`config.mk`:
```
export PLATFORM = sky130hd
export DESIGN_NAME = drp_rate_seq
export DESIGN_NICKNAME = d
export VERILOG_FILES = /design/src/rtl/drp_rate_seq.sv
export SDC_FILE = /design/constraint.sdc
export NUM_CORES = 1
export LEC_CHECK = 0
export CAP_MARGIN = 20
export CORE_UTILIZATION = 30
export DETAILED_ROUTE_END_ITERATION = 8
export DONT_BUFFER_PORTS = 1
export PLACE_DENSITY = 0.48
export SLEW_MARGIN = 20
export SYNTH_ARGS = -nofsm -noshare
export SYNTH_HDL_FRONTEND = slang
export SYNTH_SLANG_ARGS = --single-unit
```
`constraint.sdc`:
```
create_clock -name clk -period 3 [get_ports clk]
set_input_delay 0 -clock clk [delete_from_list [all_inputs] [get_ports clk]]
set_output_delay 0 -clock clk [all_outputs]
set_load 0.03 [all_outputs]
```
`src/rtl/drp_rate_seq.sv`:
```
module drp_rate_seq #(
  parameter int AW = 9,
  parameter int TW = 16,
  parameter int LANES = 4,
  parameter logic [26:0] PLL_CFG_LO = 27'h0680181,
  parameter logic [26:0] PLL_CFG_HI = 27'h06801C1,
  parameter logic [9:0]  FBDIV_LO = 10'h120,
  parameter logic [9:0]  FBDIV_HI = 10'h080,
  parameter logic [31:0] PMA_LO = 32'h001E7080,
  parameter logic [31:0] PMA_HI = 32'h00018480,
  parameter int CLK25_LO = 5,
  parameter int CLK25_HI = 7,
  parameter int OUTDIV_LO = 4,
  parameter int OUTDIV_HI = 2,
  parameter logic [79:0] CDR_LO = 80'h03000023FF10100020,
  parameter logic [79:0] CDR_HI = 80'h03000023FF10200020
) (
  input  logic          clk,
  input  logic          rst_n,
  input  logic          start,
  input  logic [1:0]    rate_req,
  input  logic          force_full,
  input  logic [TW-1:0] wait_limit,
  output logic          drp_en,
  output logic          drp_we,
  output logic [AW-1:0] drp_addr,
  output logic [15:0]   drp_wdata,
  input  logic [15:0]   drp_rdata,
  input  logic          drp_rdy,
  output logic [$clog2(LANES+2)-1:0] tgt_sel,
  output logic          pll_rst,
  input  logic          pll_lock,
  output logic          lane_rst,
  input  logic          lane_rst_done,
  output logic          busy,
  output logic          done,
  output logic          err,
  output logic          cur_valid,
  output logic [1:0]    cur_rate
);
  localparam int SW = $clog2(LANES+2);
  localparam int LW = (LANES > 1) ? $clog2(LANES) : 1;
  localparam logic [4:0] C25_LO = 5'(CLK25_LO - 1);
  localparam logic [4:0] C25_HI = 5'(CLK25_HI - 1);
  localparam logic [2:0] LOG_LO = 3'($clog2(OUTDIV_LO));
  localparam logic [2:0] LOG_HI = 3'($clog2(OUTDIV_HI));

  typedef enum logic [2:0] {S_IDLE, S_ISSUE, S_WAIT, S_PRST, S_PWAIT, S_LRST, S_LWAIT} st_t;

  st_t st;
  logic in_lane, hi, skip_q;
  logic [3:0] op;
  logic [LW-1:0] lane;
  logic [15:0] rdq;
  logic [1:0] req_q;
  logic [TW-1:0] wcnt;
  logic op_we, op_last;
  logic [AW-1:0] op_addr;
  logic [15:0] op_data;

  wire [26:0] pll_cfg = hi ? PLL_CFG_HI : PLL_CFG_LO;
  wire [9:0]  fbdiv   = hi ? FBDIV_HI : FBDIV_LO;
  wire [31:0] pma     = hi ? PMA_HI : PMA_LO;
  wire [4:0]  c25     = hi ? C25_HI : C25_LO;
  wire [2:0]  odl     = hi ? LOG_HI : LOG_LO;
  wire [79:0] cdr     = hi ? CDR_HI : CDR_LO;
  wire [2:0]  cdr_idx = 3'(op - 4'd6);
  wire        skip_now = !force_full && cur_valid && (cur_rate[1] == rate_req[1]);

  always_comb begin
    op_we = 1'b1;
    op_last = 1'b0;
    op_addr = '0;
    op_data = '0;
    if (!in_lane) begin
      case (op)
        4'd0: begin op_addr = AW'(9'h032); op_data = pll_cfg[15:0]; end
        4'd1: begin op_addr = AW'(9'h033); op_we = 1'b0; end
        4'd2: begin op_addr = AW'(9'h033); op_data = (rdq & 16'hF800) | {5'd0, pll_cfg[26:16]}; end
        4'd3: begin op_addr = AW'(9'h036); op_we = 1'b0; end
        default: begin
          op_addr = AW'(9'h036);
          op_data = (rdq & 16'hFC00) | {6'd0, fbdiv};
          op_last = 1'b1;
        end
      endcase
    end else begin
      case (op)
        4'd0: begin op_addr = AW'(9'h099); op_data = pma[15:0]; end
        4'd1: begin op_addr = AW'(9'h09A); op_data = pma[31:16]; end
        4'd2: begin op_addr = AW'(9'h011); op_we = 1'b0; end
        4'd3: begin op_addr = AW'(9'h011); op_data = (rdq & 16'hF83F) | {5'd0, c25, 6'd0}; end
        4'd4: begin op_addr = AW'(9'h06A); op_we = 1'b0; end
        4'd5: begin op_addr = AW'(9'h06A); op_data = (rdq & 16'hFFE0) | {11'd0, c25}; end
        4'd6, 4'd7, 4'd8, 4'd9, 4'd10: begin
          op_addr = AW'(9'h0A8) + AW'(cdr_idx);
          op_data = cdr[16*cdr_idx +: 16];
        end
        default: begin
          op_addr = AW'(9'h088);
          op_data = {9'd0, odl, 1'b0, odl};
          op_last = 1'b1;
        end
      endcase
    end
  end

  always_ff @(posedge clk) begin
    if (!rst_n) begin
      st <= S_IDLE;
      in_lane <= 1'b0;
      hi <= 1'b0;
      skip_q <= 1'b0;
      op <= '0;
      lane <= '0;
      rdq <= '0;
      req_q <= '0;
      wcnt <= '0;
      done <= 1'b0;
      err <= 1'b0;
      cur_valid <= 1'b0;
      cur_rate <= '0;
    end else begin
      case (st)
        S_IDLE: if (start) begin
          req_q <= rate_req;
          hi <= rate_req[1];
          skip_q <= skip_now;
          done <= 1'b0;
          err <= 1'b0;
          in_lane <= 1'b0;
          op <= '0;
          lane <= '0;
          st <= skip_now ? S_PRST : S_ISSUE;
        end
        S_ISSUE: st <= S_WAIT;
        S_WAIT: if (drp_rdy) begin
          if (!op_we) rdq <= drp_rdata;
          if (!op_last) begin
            op <= op + 4'd1;
            st <= S_ISSUE;
          end else if (!in_lane) begin
            st <= S_PRST;
          end else if (lane == LW'(LANES-1)) begin
            st <= S_LRST;
          end else begin
            lane <= lane + LW'(1);
            op <= '0;
            st <= S_ISSUE;
          end
        end
        S_PRST: begin
          wcnt <= '0;
          st <= S_PWAIT;
        end
        S_PWAIT: if (pll_lock) begin
          in_lane <= 1'b1;
          op <= '0;
          lane <= '0;
          st <= skip_q ? S_LRST : S_ISSUE;
        end else if (wcnt >= wait_limit) begin
          err <= 1'b1;
          st <= S_IDLE;
        end else begin
          wcnt <= wcnt + TW'(1);
        end
        S_LRST: begin
          wcnt <= '0;
          st <= S_LWAIT;
        end
        S_LWAIT: if (lane_rst_done) begin
          done <= 1'b1;
          cur_rate <= req_q;
          cur_valid <= 1'b1;
          st <= S_IDLE;
        end else if (wcnt >= wait_limit) begin
          err <= 1'b1;
          st <= S_IDLE;
        end else begin
          wcnt <= wcnt + TW'(1);
        end
        default: st <= S_IDLE;
      endcase
    end
  end

  wire xfer = (st == S_ISSUE) || (st == S_WAIT);
  assign drp_en    = (st == S_ISSUE);
  assign drp_we    = op_we;
  assign drp_addr  = op_addr;
  assign drp_wdata = op_data;
  assign tgt_sel   = !xfer ? '0 : (in_lane ? SW'(lane) + SW'(2) : SW'(1));
  assign pll_rst   = (st == S_PRST);
  assign lane_rst  = (st == S_LRST);
  assign busy      = (st != S_IDLE);

  AST_EN_ONE_CYCLE: assert property (@(posedge clk) disable iff (!rst_n) drp_en |=> !drp_en);
  AST_EN_HAS_TARGET: assert property (@(posedge clk) disable iff (!rst_n) drp_en |-> (tgt_sel != '0));
  AST_PLL_BEFORE_LANE: assert property (@(posedge clk) disable iff (!rst_n) (tgt_sel >= SW'(2)) |=> (tgt_sel != SW'(1)));
  AST_PLL_RST_PULSE: assert property (@(posedge clk) disable iff (!rst_n) pll_rst |=> !pll_rst);
  AST_LANE_RST_PULSE: assert property (@(posedge clk) disable iff (!rst_n) lane_rst |=> !lane_rst);
  AST_DONE_ERR_EXCL: assert property (@(posedge clk) disable iff (!rst_n) !(done && err));
  AST_RATE_HOLD_ON_ERR: assert property (@(posedge clk) disable iff (!rst_n) $rose(err) |-> ($stable(cur_rate) && $stable(cur_valid)));
  AST_DONE_SETS_VALID: assert property (@(posedge clk) disable iff (!rst_n) $rose(done) |-> cur_valid);
endmodule

```
==> results.md, run 1 <==
- The run finished, with violations left.
- The final reports fail on negative hold slack.
- The maximum root-to-sink buffer count is 2.
- Of all flip-flops after synthesis, the portion carrying an async set or reset was 0%.
- The first routing iteration left 159 violations.
- TritonCTS built the clock tree.
- In this run the power spent charging and discharging nets is 448 uW.
- The via density per instance is 5.50.
- The category of the worst setup path launch point is a flip-flop.
- The post-route clock skew is 0.00563 ns.
- Net switching is 27.9% of the power.
- The clock buffer count from CTS is 5.
- The placer congestion estimate is 0.857.
- The I/O pin count is 79.
- The proportion of synthesized area in mux cells is under 10%.
- Counting every net in the synthesized netlist gives slightly above 500.
- The number of setup buffers added after CTS is 0.
- The die covers ~12000 sq um.
- The first-pass iteration count of the detailed router is 4.
- The placeable core region is 11400 sq um.
- Hold timing on the final database bottoms out at a slack of -0.00232 ns.
- Adding up every negative setup slack in the final design gives 0 ns.
- In this run the power density over the cells is 392 nW/um^2.
- The average wire per standard cell is 16.1 microns.
- The wire length of the first global-routing pass is 16000 microns.
- Entering global routing, the biggest net connects 31 pins.
- CTS built an H-tree with a depth of 2.
- The routed design has 9890 microns of wire.
- The static leakage is 0.00153 uW.
- The biggest fanout along the worst timing path is 10.
- The type of the most critical hold path is input port to flip-flop.
- From bottom edge to top edge, the die measures 110 microns.
- The share of total power dissipated in combinational logic is ~15%.
- The max-capacitance violation count is 0.
- The repair_antennas step left the layout with diodes totalling 0.
- The floorplan has 39 rows.
- The arrival time at the worst endpoint is 2.69 ns.
- The clock share of power is 42.2%.
- The dominant register cell in the synthesized netlist is sky130_fd_sc_hd__dfxtp_1.
- Yosys mapped the design onto 67 distinct sky130hd cell types.
- The final max-slew violation count is 0.
- Counting tap cells, the placed design contains a total of 585 instances.
- The final worst-path cycle share is 89.6%.
- The slew at the pin with the worst max-slew slack is roughly 1.0 ns.
- The critical path required time is around 3 ns.
- The internal portion of the total power is 1160 uW.
- The power share of the sequential group is 42.4%.
- After detailed routing, the number of remaining DRC violations is 0.
- By startpoint and endpoint, the worst setup path is classified as flip-flop to primary output.
- Setup repair after global routing left no endpoint under its margin.
- The overall track demand over capacity in global routing is around 17%.
- Summed over all nets, the half-perimeter wirelength after detailed placement is 7340 microns.
- In the synthesized netlist, the number of instances is 449.
- Derived from the worst setup path, the maximum achievable clock frequency is 372 MHz.
- The finished layout holds 615 standard cells, fillers aside.
- The antenna violation net count after detailed routing is 0.
- The via count of the first global-routing pass is 3294.
- The synthesis-stage register bit count is 50.
- The design draws around 1600 uW.
- The synthesized cell area is 3490 sq um.
- The latest clock arrival within the worst-skew pair is 0.29 ns.
- The area share of xor/xnor cells in the synthesized design is 0.502%.
- The initial antenna violation count is 0.
- The smallest clock period supported by the final layout is computed as around 2.7 ns.
- The number of enable flip-flop cells after synthesis is 0.
- The total number of yosys warnings is 0.
- By area the synthesized netlist is led by sky130_fd_sc_hd__dfxtp_1 (29%), sky130_fd_sc_hd__ha_1 (8.2%), sky130_fd_sc_hd__mux2i_1 (6.6%).
- The clock net in this run drives a total of 50 sinks.
- The peak ir drop on the vdd network is 0.000314 V.
- Of all cell types, the one taking the most synthesized area is sky130_fd_sc_hd__dfxtp_1.
- The number of buffers added on ports is 0.
- Cells with a size suffix above 1 make up 10.2% of the layout.
- The worst relative slew slack is 32.3%.
- The compound-cell area share of the yosys netlist is 21.5%.
- Clock-pin slew was measured on the worst setup and hold paths at 0.08 ns.
- In this run the clock root is driven by a sky130_fd_sc_hd__clkbuf_16.
- The routed layout has 3381 vias.
- After synthesis, the largest family of logic cells by area is simple AND/OR/NAND/NOR gates.
- The share of the Yosys chip area taken by registers is 28.7%.
- Summing the areas of all fa, ha and maj instances in the mapped netlist gives 8.24% of the synthesized area.
- STA classifies the critical path endpoint as a primary output.
- The post-synthesis average cell area is 7.78 sq um.
- The final hold violation count was 1.
- The number of nets in the final layout is about 540.
- For this configuration, the core starts out at a cell density of 30.7%.
- The area growth from synthesis to layout is 17.5%.
- Setup violations remaining at the end of the flow were counted as 0.
- The number of filler instances in the final layout is 1241.
- The die span in x is 110 microns.
- The total overflow left after global routing is 0.
- Summed over its instances, the top area cell type makes up 28.7% of the synthesized netlist area.
- The simple-gate area share of the yosys netlist is 26.8%.
## area by class of cell
| type | instances | area [sq um] | area share, % |
|---|---|---|---|
| Timing Repair Buffer | 46 | 400 | 9.76 |
| Sequential cell | 50 | 1000 | 24.4 |
| Multi-Input combinational cell | 344 | 2260 | 55.1 |
| Inverter | 24 | 90.1 | 2.20 |
| Tap cell | 143 | 179 | 4.36 |
| Clock buffer | 5 | 125 | 3.05 |
| Clock inverter | 3 | 47.5 | 1.16 |
## cells by family after synthesis
kind of cell    Yosys count
other cells               1
compound gates          110
buf+inv                  55
flops                    50
fa+ha+maj                23
xor+xnor                  2
mux                      25
simple gates            183
## cell usage in the layout, fill, tap and decap left out, types with 3 or more instances in the layout
cell                            count
sky130_fd_sc_hd__and2_1             3
sky130_fd_sc_hd__nor4_1             4
sky130_fd_sc_hd__nor2_1            55
sky130_fd_sc_hd__nand2_1           39
sky130_fd_sc_hd__dfxtp_1           50
sky130_fd_sc_hd__o21ai_0           14
sky130_fd_sc_hd__nor3b_1            3
sky130_fd_sc_hd__nand4_1            3
sky130_fd_sc_hd__inv_1             22
sky130_fd_sc_hd__nand2b_1           4
sky130_fd_sc_hd__or3_1              3
sky130_fd_sc_hd__mux2i_1           23
sky130_fd_sc_hd__dlygate4sd3_1     22
sky130_fd_sc_hd__a21oi_1           36
sky130_fd_sc_hd__o221ai_1           4
sky130_fd_sc_hd__buf_4             24
sky130_fd_sc_hd__o22ai_1            4
sky130_fd_sc_hd__nor3_1             8
sky130_fd_sc_hd__nor2b_1            3
sky130_fd_sc_hd__o21a_1             5
sky130_fd_sc_hd__nand3_1           19
sky130_fd_sc_hd__o31ai_1           13
sky130_fd_sc_hd__clkbuf_16          5
sky130_fd_sc_hd__nor2_2             3
sky130_fd_sc_hd__and3_1            10
sky130_fd_sc_hd__o211ai_1           5
sky130_fd_sc_hd__or4_1             13
sky130_fd_sc_hd__a211oi_1           5
sky130_fd_sc_hd__ha_1              23
## power groups by stage
stage,Clock (uW),Combinational [uW],Sequential [uW]
floorplan,0,178,689
global placement,0,221,697
detailed placement,0,222,697
CTS,694,249,682
global route,720,272,684
finish,678,248,682
## what timing repair did
action | CTS | global route
resized for setup | 0 | 3
hold buffers | 22 | 0
hold endpoints to repair | 33 | 0
endpoints found under the setup margin | 0 | 5
## worst max-delay path: stages (launching register included)
cell                       delay [ns]
sky130_fd_sc_hd__dfxtp_1         0.47
sky130_fd_sc_hd__inv_1           0.12
sky130_fd_sc_hd__ha_1            0.34
sky130_fd_sc_hd__nor4_2          0.34
sky130_fd_sc_hd__nor3_2          0.15
sky130_fd_sc_hd__or2_2           0.35
sky130_fd_sc_hd__o221ai_1        0.63
## cell usage after synthesis (all sizes together) (10+ instances only)
| cell | count |
|---|---|
| dfxtp | 50 |
| nand2 | 39 |
| and3 | 10 |
| o31ai | 13 |
| a21oi | 37 |
| nor2 | 58 |
| ha | 23 |
| buf | 11 |
| clkbuf | 20 |
| nand3 | 19 |
| or4 | 13 |
| inv | 23 |
| o21ai | 16 |
| mux2i | 23 |
## per-stage QoR
step	util [%]	area, sq um	setup WS (ns)
2_1_floorplan	-	3490	0.706
3_3_place_gp	32.5	3700	0.484
3_5_place_dp	32.5	3700	0.412
4_1_cts	36.0	4090	0.190
5_1_grt	36.1	4100	0.0595
6_report	36.1	4100	0.313
## routing by layer
layer | wire length [microns] | share of wire (%) | track usage, % | vias up
met5 | 0 | 0 | 0 | -
met4 | 104 | 1.1 | 4.00 | 0
met3 | 582 | 5.9 | 3.62 | 10
met2 | 5050 | 51 | 31.2 | 86
met1 | 4160 | 42 | 19.9 | 1611
li1 | - | - | - | 1674
## worst paths after layout
path                                     end  startpoint  slack (ns)  cells past startpoint
worst max-delay path            drp_wdata[5]       op[1]        0.31                      6
worst min-delay path                  skip_q  force_full      -0.002                      3
worst max register to register      wcnt[11]     wcnt[0]        0.41                      8
worst min register to register      wcnt[15]    wcnt[15]        0.49                      2
## sequential cells by signal (all words and copies together) (netlist names)
signal and cells:
rdq 16, wcnt 16, op 4, st 3, cur_rate 2, lane 2
cur_valid 1, done 1, err 1, hi 1, in_lane 1, req_q 1
skip_q 1
Power figures use the tool's default switching activity.
==> inputs of run 2 (changes only) <==
--- a/config.mk
+++ b/config.mk
@@ -6,11 +6,14 @@
 export NUM_CORES = 1
 export LEC_CHECK = 0
 export CAP_MARGIN = 20
+export CORE_ASPECT_RATIO = 2
 export CORE_UTILIZATION = 30
 export DETAILED_ROUTE_END_ITERATION = 8
 export DONT_BUFFER_PORTS = 1
+export GPL_TIMING_DRIVEN = 0
 export PLACE_DENSITY = 0.48
 export SLEW_MARGIN = 20
 export SYNTH_ARGS = -nofsm -noshare
 export SYNTH_HDL_FRONTEND = slang
 export SYNTH_SLANG_ARGS = --single-unit
+export TNS_END_PERCENT = 100
==> run 2 against run 1 <==
  * The flow now finishes without violations
  * Register-to-register slack lost 0.15 ns
  * Fmax shrank 5.7%
  * Sequential cell count is the same
  * Sequential power shrank 0.7%
  * Clock power shrank 12%
  * Core utilization shrank 0.13 points
  * Via count grew 2.3%
  * Largest power group unchanged
==> results.md, run 2 (synthesis gave the netlist of run 1 again) <==
- Run status: complete, no violations (was complete, but fails checks).
- The starting density of the core is 30.8% (was 30.7%).
- The area of the die is 12100 sq um (about the same).
- Cell-by-cell trace of the critical path: inv_1 -> ha_1 -> buf_2 -> nor4_2 -> nor2_1 -> or2_1 -> buf_2 -> o21ai_0 -> o22ai_1 (was inv_1 -> ha_1 -> nor4_2 -> nor3_2 -> or2_2 -> o221ai_1).
- The most congested layer reported by global routing is met2 (unchanged).
- The die span in x is 78.3 microns (was 110 microns).
- The number of levels the H-tree was split into came to 2 (unchanged).
- The type of element capturing the critical path is a primary output (unchanged).
- The overall track demand over capacity in global routing is 19.0% (was 17.0%).
- The final worst-path cycle share is 95.0% (was 89.6%).
- The via count of the first global-routing pass was 3495 (was 3294).
- The biggest fanout along the worst timing path came to 10 (unchanged).
- The final max-slew violation count is 0 (unchanged).
- The max-capacitance violation count is 0 (unchanged).
- The met1 global-route usage is 17.6% (was 19.9%).
- The clock sink total was 50 (unchanged).
- The met3 usage in global routing is 2.36% (was 3.62%).
- The placed wire-length estimate after detailed placement is 8910 microns (was 7340 microns).
- Top Registers: rdq x16, wcnt x16, op x4 (unchanged).
- The remaining global-route overflow was 0 (unchanged).
- The shortest period the worst path allows is 2.85 ns (was 2.69 ns).
- The critical path required time is 3.00 ns (about the same).
- The wire length of the first global-routing pass is 17800 microns (was 16000 microns).
- The least setup slack across all paths after layout is 0.151 ns (was 0.313 ns).
- The number of nets in the final layout was 542 (was 535).
- The via density per instance is 5.57 (was 5.50).
- The clock-pin transition on the worst setup and hold timing paths was 0.07 ns (was 0.08 ns).
- The worst min-delay path startpoint is drp_rdy (was force_full).
- The internal power consumption is 1090 uW (was 1160 uW).
- The placer congestion estimate is 0.874 (was 0.857).
- The reported net switching power was 442 uW (was 448 uW).
- The average wire per standard cell came to 18.1 microns (was 16.1 microns).
- The peak ir drop on the vdd network is 0.000225 V (was 0.000314 V).
- The DRC violation count after routing is 0 (unchanged).
- The minimum setup slack after placement is 0.191 ns (was 0.412 ns).
- The final antenna diode count was 0 (unchanged).
- The global routing usage on met2 is 38.5% (was 31.2%).
- The starting DRC count in detailed routing came to 124 (was 159).
- The clock share of power is 39.0% (was 42.2%).
- The area growth from synthesis to final layout is 16.9% (was 17.5%).
- The classification of the worst setup path is flip-flop to primary output (unchanged).
- The proportion of total power due to net switching is 28.9% (was 27.9%).
- The latest clock arrival within the worst-skew pair is 0.29 ns (about the same).
- The clock buffer count from CTS came to 5 (unchanged).
- The maximum clock rate was 351 MHz (was 372 MHz).
- The wire length after detailed routing is 11200 microns (was 9890 microns).
- The CTS tree is done (unchanged).
- The number of buffers added on ports is 0 (unchanged).
- The critical path's largest stage delay came to 0.51 ns (was 0.63 ns).
- The fraction of final layout cells with drive strength greater than 1 came to 8.35% (was 10.2%).
- The pin count of the biggest net entering global routing is 17 (was 31).
- The placeable core region came to 11400 sq um (about the same).
- The type of the most critical hold path is input port to flip-flop (unchanged).
- The launching element of the worst setup path is op[1] (unchanged).
- The arrival time at the worst endpoint came to 2.85 ns (was 2.69 ns).
- The aggregate negative setup slack came to 0 ns (unchanged).
- The I/O pin count came to 79 (unchanged).
- The antenna violation net count after detailed routing was 0 (unchanged).
- The power share of the sequential group came to 44.3% (was 42.4%).
- The buffer cell driving the clock tree root was sky130_fd_sc_hd__clkbuf_16 (unchanged).
- The worst-case hold slack came to 0.0465 ns (was -0.00232 ns).
- The first-pass iteration count of the detailed router is 4 (unchanged).
- The static leakage is 0.00149 uW (was 0.00153 uW).
- The worst relative slew slack is 24.1% (was 32.3%).
- The number of standard-cell rows in the floorplan is 55 (was 39).
- The most common library cell in the layout ignoring fill and taps is sky130_fd_sc_hd__nor2_1 (unchanged).
- The total power draw is 1530 uW (was 1610 uW).
- The total of endpoints with negative setup slack in the final report is 0 (unchanged).
- The power per cell area was 375 nW/um^2 (was 392 nW/um^2).
- The slew at the pin with the worst max-slew slack is 1.13 ns (was 1.02 ns).
- The vertical extent of the die is 155 microns (was 110 microns).
- The total via count in the routed design is 3459 (was 3381).
- The final hold violation count is 0 (was 1).
- The origin of the critical flop-to-flop path was op[1] (was wcnt[0]).
- The post-route clock skew was 0.00724 ns (was 0.00563 ns).
- The most frequent cell on the critical path is sky130_fd_sc_hd__buf_2.
- The highest-delay cell along the critical path is sky130_fd_sc_hd__dfxtp_1 (was sky130_fd_sc_hd__o221ai_1).
- The initial antenna violation count is 0 (unchanged).
- The category of the worst setup path launch point was a flip-flop (unchanged).
- The maximum root-to-sink buffer count was 2 (unchanged).
- The power share of the combinational group is 16.7% (was 15.4%).
- Most used cells in the layout excluding fill and tap cells: sky130_fd_sc_hd__nor2_1 (55), sky130_fd_sc_hd__dfxtp_1 (50), sky130_fd_sc_hd__nand2_1 (39) (unchanged).
- The utilization of the core after routing is 36.0% (was 36.1%).
==> run 2: changes by cell type in the layout (fill, tap and decap cells not counted), moves of 3 or more <==
cell / previous run / this run
sky130_fd_sc_hd__clkbuf_1: 0 / 19
sky130_fd_sc_hd__buf_2: 0 / 6
sky130_fd_sc_hd__o21ai_1: 0 / 5
sky130_fd_sc_hd__buf_4: 24 / 2
sky130_fd_sc_hd__buf_6: 0 / 3
sky130_fd_sc_hd__o21ai_0: 14 / 9
==> run 2: worst max-delay path, delay by kind of cell, from the launching register on <==
kind	cells	cell delay, ns
simple gates	3	0.76
compound gates	2	0.60
flops	1	0.51
buf+inv	3	0.49
fa+ha+maj	1	0.21
==> run 2: stage by stage <==
step / instances / area, sq um
after floorplan: 449 / 3490
after global placement: 591 / 3670
after detailed placement: 591 / 3670
after CTS: 621 / 4050
after global routing: 621 / 4080
final: 621 / 4080
==> run 2: worst paths after layout <==
| kind | end | slack (ns) | depth (start not counted) |
|---|---|---|---|
| hold / removal | st[1] | 0.05 | 3 |
| hold reg to reg | rdq[5] | 0.50 | 2 |
| setup reg to reg | rdq[3] | 0.26 | 10 |
| setup / recovery | drp_wdata[0] | 0.15 | 9 |
==> run 2: per-layer routing <==
layer | routed length, microns | vias to the layer above | share of wire [%]
met5 | 0 | - | 0
met4 | 496 | 0 | 4.4
met3 | 423 | 28 | 3.8
met2 | 6520 | 101 | 58
met1 | 3790 | 1645 | 34
li1 | - | 1685 | -
==> run 2: area by class of cell <==
| type | instances | area, sq um |
|---|---|---|
| Buffer | 31 | 155 |
| Clock inverter | 2 | 16.3 |
| Inverter | 24 | 90.1 |
| Clock buffer | 6 | 139 |
| Tap cell | 142 | 178 |
| Timing Repair Buffer | 22 | 220 |
| Multi-Input combinational cell | 344 | 2280 |
| Sequential cell | 50 | 1000 |
| Fill cell | 1249 | 7270 |
==> run 2: what timing repair did <==
action / in CTS / in global routing
buffers inserted: 0 / 0
setup endpoints to repair: 3 / 11
resized for setup: 3 / 12
hold endpoints to repair: 21 / 0
hold buffers: 22 / 0
==> run 2: power groups by stage <==
stage / combinational, uW / clock (uW) / sequential [uW]
after floorplan: 178 / 0 / 689
after global placement: 224 / 0 / 692
after detailed placement: 226 / 0 / 692
after CTS: 251 / 621 / 677
after global routing: 279 / 648 / 677
final: 256 / 596 / 677
==> inputs of run 3 (changes only) <==
--- a/config.mk
+++ b/config.mk
@@ -12,6 +12,7 @@
 export DONT_BUFFER_PORTS = 1
 export GPL_TIMING_DRIVEN = 0
 export PLACE_DENSITY = 0.48
+export RECOVER_POWER = 25
 export SLEW_MARGIN = 20
 export SYNTH_ARGS = -nofsm -noshare
 export SYNTH_HDL_FRONTEND = slang
==> run 3 against run 2 <==
  * Clock skew up 0.00065 ns
  * Global-route usage unchanged
  * Count of clock-buffer cells in the layout is the same
  * Sequential cell count is the same
  * Total power about the same
  * First-iteration DRC count is 5.6% higher
  * Wire length rose by 0.25%
  * Final cell count unchanged
  * Clock power barely moved
  * Register-to-register slack about the same
  * Largest cell class unchanged
  * Largest power group unchanged
==> results.md, run 3 (synthesis gave the netlist of run 1 again) <==
- Run status: complete, no violations (unchanged).
- The wire length after detailed routing is 11300 microns (was 11200 microns).
- The pin count of the biggest net entering global routing came to 17 (unchanged).
- The biggest fanout along the worst timing path is 10 (unchanged).
- The CTS tree is done (unchanged).
- The starting DRC count in detailed routing is 131 (was 124).
- The final worst-path cycle share was 95.0% (about the same).
- The maximum root-to-sink buffer count is 2 (unchanged).
- The vertical extent of the die came to 155 microns (unchanged).
- The worst relative slew slack came to 24.7% (was 24.1%).
- The total power draw is 1530 uW (about the same).
- The total of endpoints with negative setup slack in the final report was 0 (unchanged).
- Top Registers: rdq x16, wcnt x16, op x4 (unchanged).
- The antenna violation net count after detailed routing is 0 (unchanged).
- The placed wire-length estimate after detailed placement came to 8910 microns (unchanged).
- The wire length of the first global-routing pass came to 17800 microns (unchanged).
- The worst min-delay path startpoint is drp_rdy (unchanged).
- The critical path required time is 3.00 ns (about the same).
- The slew at the pin with the worst max-slew slack is 1.12 ns (was 1.13 ns).
- The internal reg-to-reg setup slack is 0.26 ns (about the same).
- The clock buffer count from CTS is 5 (unchanged).
- The starting density of the core is 30.8% (unchanged).
- The placer congestion estimate is 0.874 (unchanged).
- The type of element capturing the critical path is a primary output (unchanged).
- The buffer cell driving the clock tree root is sky130_fd_sc_hd__clkbuf_16 (unchanged).
- The utilization of the core after routing was 35.9% (was 36.0%).
- The power per cell area is 375 nW/um^2 (about the same).
- The number of buffers added on ports is 0 (unchanged).
- The clock sink total came to 50 (unchanged).
- The area of the die is 12100 sq um (unchanged).
- The placeable core region is 11400 sq um (unchanged).
- The depth of the worst register-to-register path is 10 (unchanged).
- The shortest period the worst path allows was 2.85 ns (about the same).
- The DRC violation count after routing is 0 (unchanged).
- The via count of the first global-routing pass is 3495 (unchanged).
- Most used cells in the layout excluding fill and tap cells: sky130_fd_sc_hd__nor2_1 (55), sky130_fd_sc_hd__dfxtp_1 (50), sky130_fd_sc_hd__nand2_1 (39) (unchanged).
- The most common library cell in the layout ignoring fill and taps was sky130_fd_sc_hd__nor2_1 (unchanged).
- The number of levels the H-tree was split into is 2 (unchanged).
- The maximum clock rate was 351 MHz (about the same).
- The arrival time at the worst endpoint is 2.85 ns (about the same).
- The clock-pin transition on the worst setup and hold timing paths is 0.07 ns (about the same).
- The final max-slew violation count is 0 (unchanged).
- The latest clock arrival within the worst-skew pair is 0.29 ns (about the same).
- The overall track demand over capacity in global routing is 19.0% (unchanged).
- The type of the most critical hold path was input port to flip-flop (unchanged).
- The fraction of final layout cells with drive strength greater than 1 is 7.93% (was 8.35%).
- The worst hold path endpoint is st[1] (unchanged).
- The origin of the critical flop-to-flop path is op[1] (unchanged).
- The area growth from synthesis to final layout came to 16.9% (about the same).
- The category of the worst setup path launch point is a flip-flop (unchanged).
- The average wire per standard cell is 18.1 microns (about the same).
- The first-pass iteration count of the detailed router is 4 (unchanged).
- The initial antenna violation count came to 0 (unchanged).
- The static leakage came to 0.00148 uW (was 0.00149 uW).
- The number of cells traversed by the worst hold path is 3 (unchanged).
- The total via count in the routed design is 3454 (was 3459).
- The I/O pin count was 79 (unchanged).
- The final hold violation count is 0 (unchanged).
- The die span in x is 78.3 microns (unchanged).
- The number of nets in the final layout is 542 (unchanged).
- The number of standard-cell rows in the floorplan is 55 (unchanged).
- The remaining global-route overflow came to 0 (unchanged).
- The peak ir drop on the vdd network is 0.000226 V (was 0.000225 V).
- The max-capacitance violation count is 0 (unchanged).
- The endpoint of the worst register-to-register path is rdq[3] (unchanged).
- The post-route clock skew came to 0.00790 ns (was 0.00724 ns).
- The via density per instance is 5.56 (was 5.57).
- The final antenna diode count was 0 (unchanged).
- The classification of the worst setup path is flip-flop to primary output (unchanged).
## run 3: cell types whose count changed in the layout (fill, tap and decap cells not counted)
cell / before / now
sky130_fd_sc_hd__inv_1: 22 / 23
sky130_fd_sc_hd__clkbuf_1: 19 / 20
sky130_fd_sc_hd__buf_2: 6 / 5
sky130_fd_sc_hd__inv_2: 1 / 0
## run 3: through the flow
| stage | cells | cell area, sq um | setup WS (ns) | setup TNS, ns | hold slack (ns) |
|---|---|---|---|---|---|
| final | 621 | 4080 | 0.150 | 0 | 0.0425 |
| after global routing | 621 | 4080 | -0.0274 | -0.0274 | 0.0518 |
| after CTS | 621 | 4050 | 0.00275 | 0 | 0.0428 |
| after detailed placement | 591 | 3670 | 0.191 | 0 | 0.157 |
| after global placement | 591 | 3670 | 0.198 | 0 | 0.151 |
| after floorplan | 449 | 3490 | 0.706 | 0 | 0.144 |
## run 3: report_power, final
group / switching [uW] / internal (uW)
clock network: 263 / 335
registers: 7.54 / 669
logic: 174 / 81.9
total: 444 / 1090
## run 3: how the worst max path moves through the flow
stage / from / end / slack (ns) / depth (start not counted)
final: op[1] / drp_wdata[0] / 0.15 / 9
after global routing: op[1] / drp_wdata[0] / -0.03 / 9
after CTS: op[1] / drp_wdata[8] / 0.003 / 9
after detailed placement: op[1] / drp_wdata[6] / 0.19 / 9
after global placement: op[1] / drp_wdata[6] / 0.20 / 9
after floorplan: op[1] / drp_wdata[6] / 0.71 / 9
## run 3: per-layer routing
metal	vias to the layer above	wire length, microns	track usage, %
met2	104	6510	38.5
li1	1682	-	-
met4	0	514	10.3
met5	-	0	0
met3	28	433	2.36
met1	1640	3800	17.6
## run 3: area by class of cell
class,instances,area (sq um)
Fill cell,1248,7270
Multi-Input combinational cell,344,2280
Sequential cell,50,1000
Timing Repair Buffer,22,220
Tap cell,142,178
Buffer,31,154
Clock buffer,6,139
Inverter,24,90.1
Clock inverter,2,16.3
## run 3: worst max-delay path, stage by stage, from the launching register on
cell	delay [ns]
sky130_fd_sc_hd__dfxtp_1	0.51
sky130_fd_sc_hd__inv_1	0.13
sky130_fd_sc_hd__ha_1	0.21
sky130_fd_sc_hd__buf_2	0.18
sky130_fd_sc_hd__nor4_2	0.36
sky130_fd_sc_hd__nor2_1	0.17
sky130_fd_sc_hd__or2_1	0.23
sky130_fd_sc_hd__buf_2	0.18
sky130_fd_sc_hd__o21ai_0	0.28
sky130_fd_sc_hd__o22ai_1	0.32
## run 3: what timing repair did
action | 4_1_cts | 5_1_grt
setup buffers | 0 | 0
endpoints found under the hold margin | 21 | 0
setup endpoints to repair | 3 | 11
hold buffers | 22 | 0
gates resized for setup | 3 | 12
pin swaps | 0 | 0
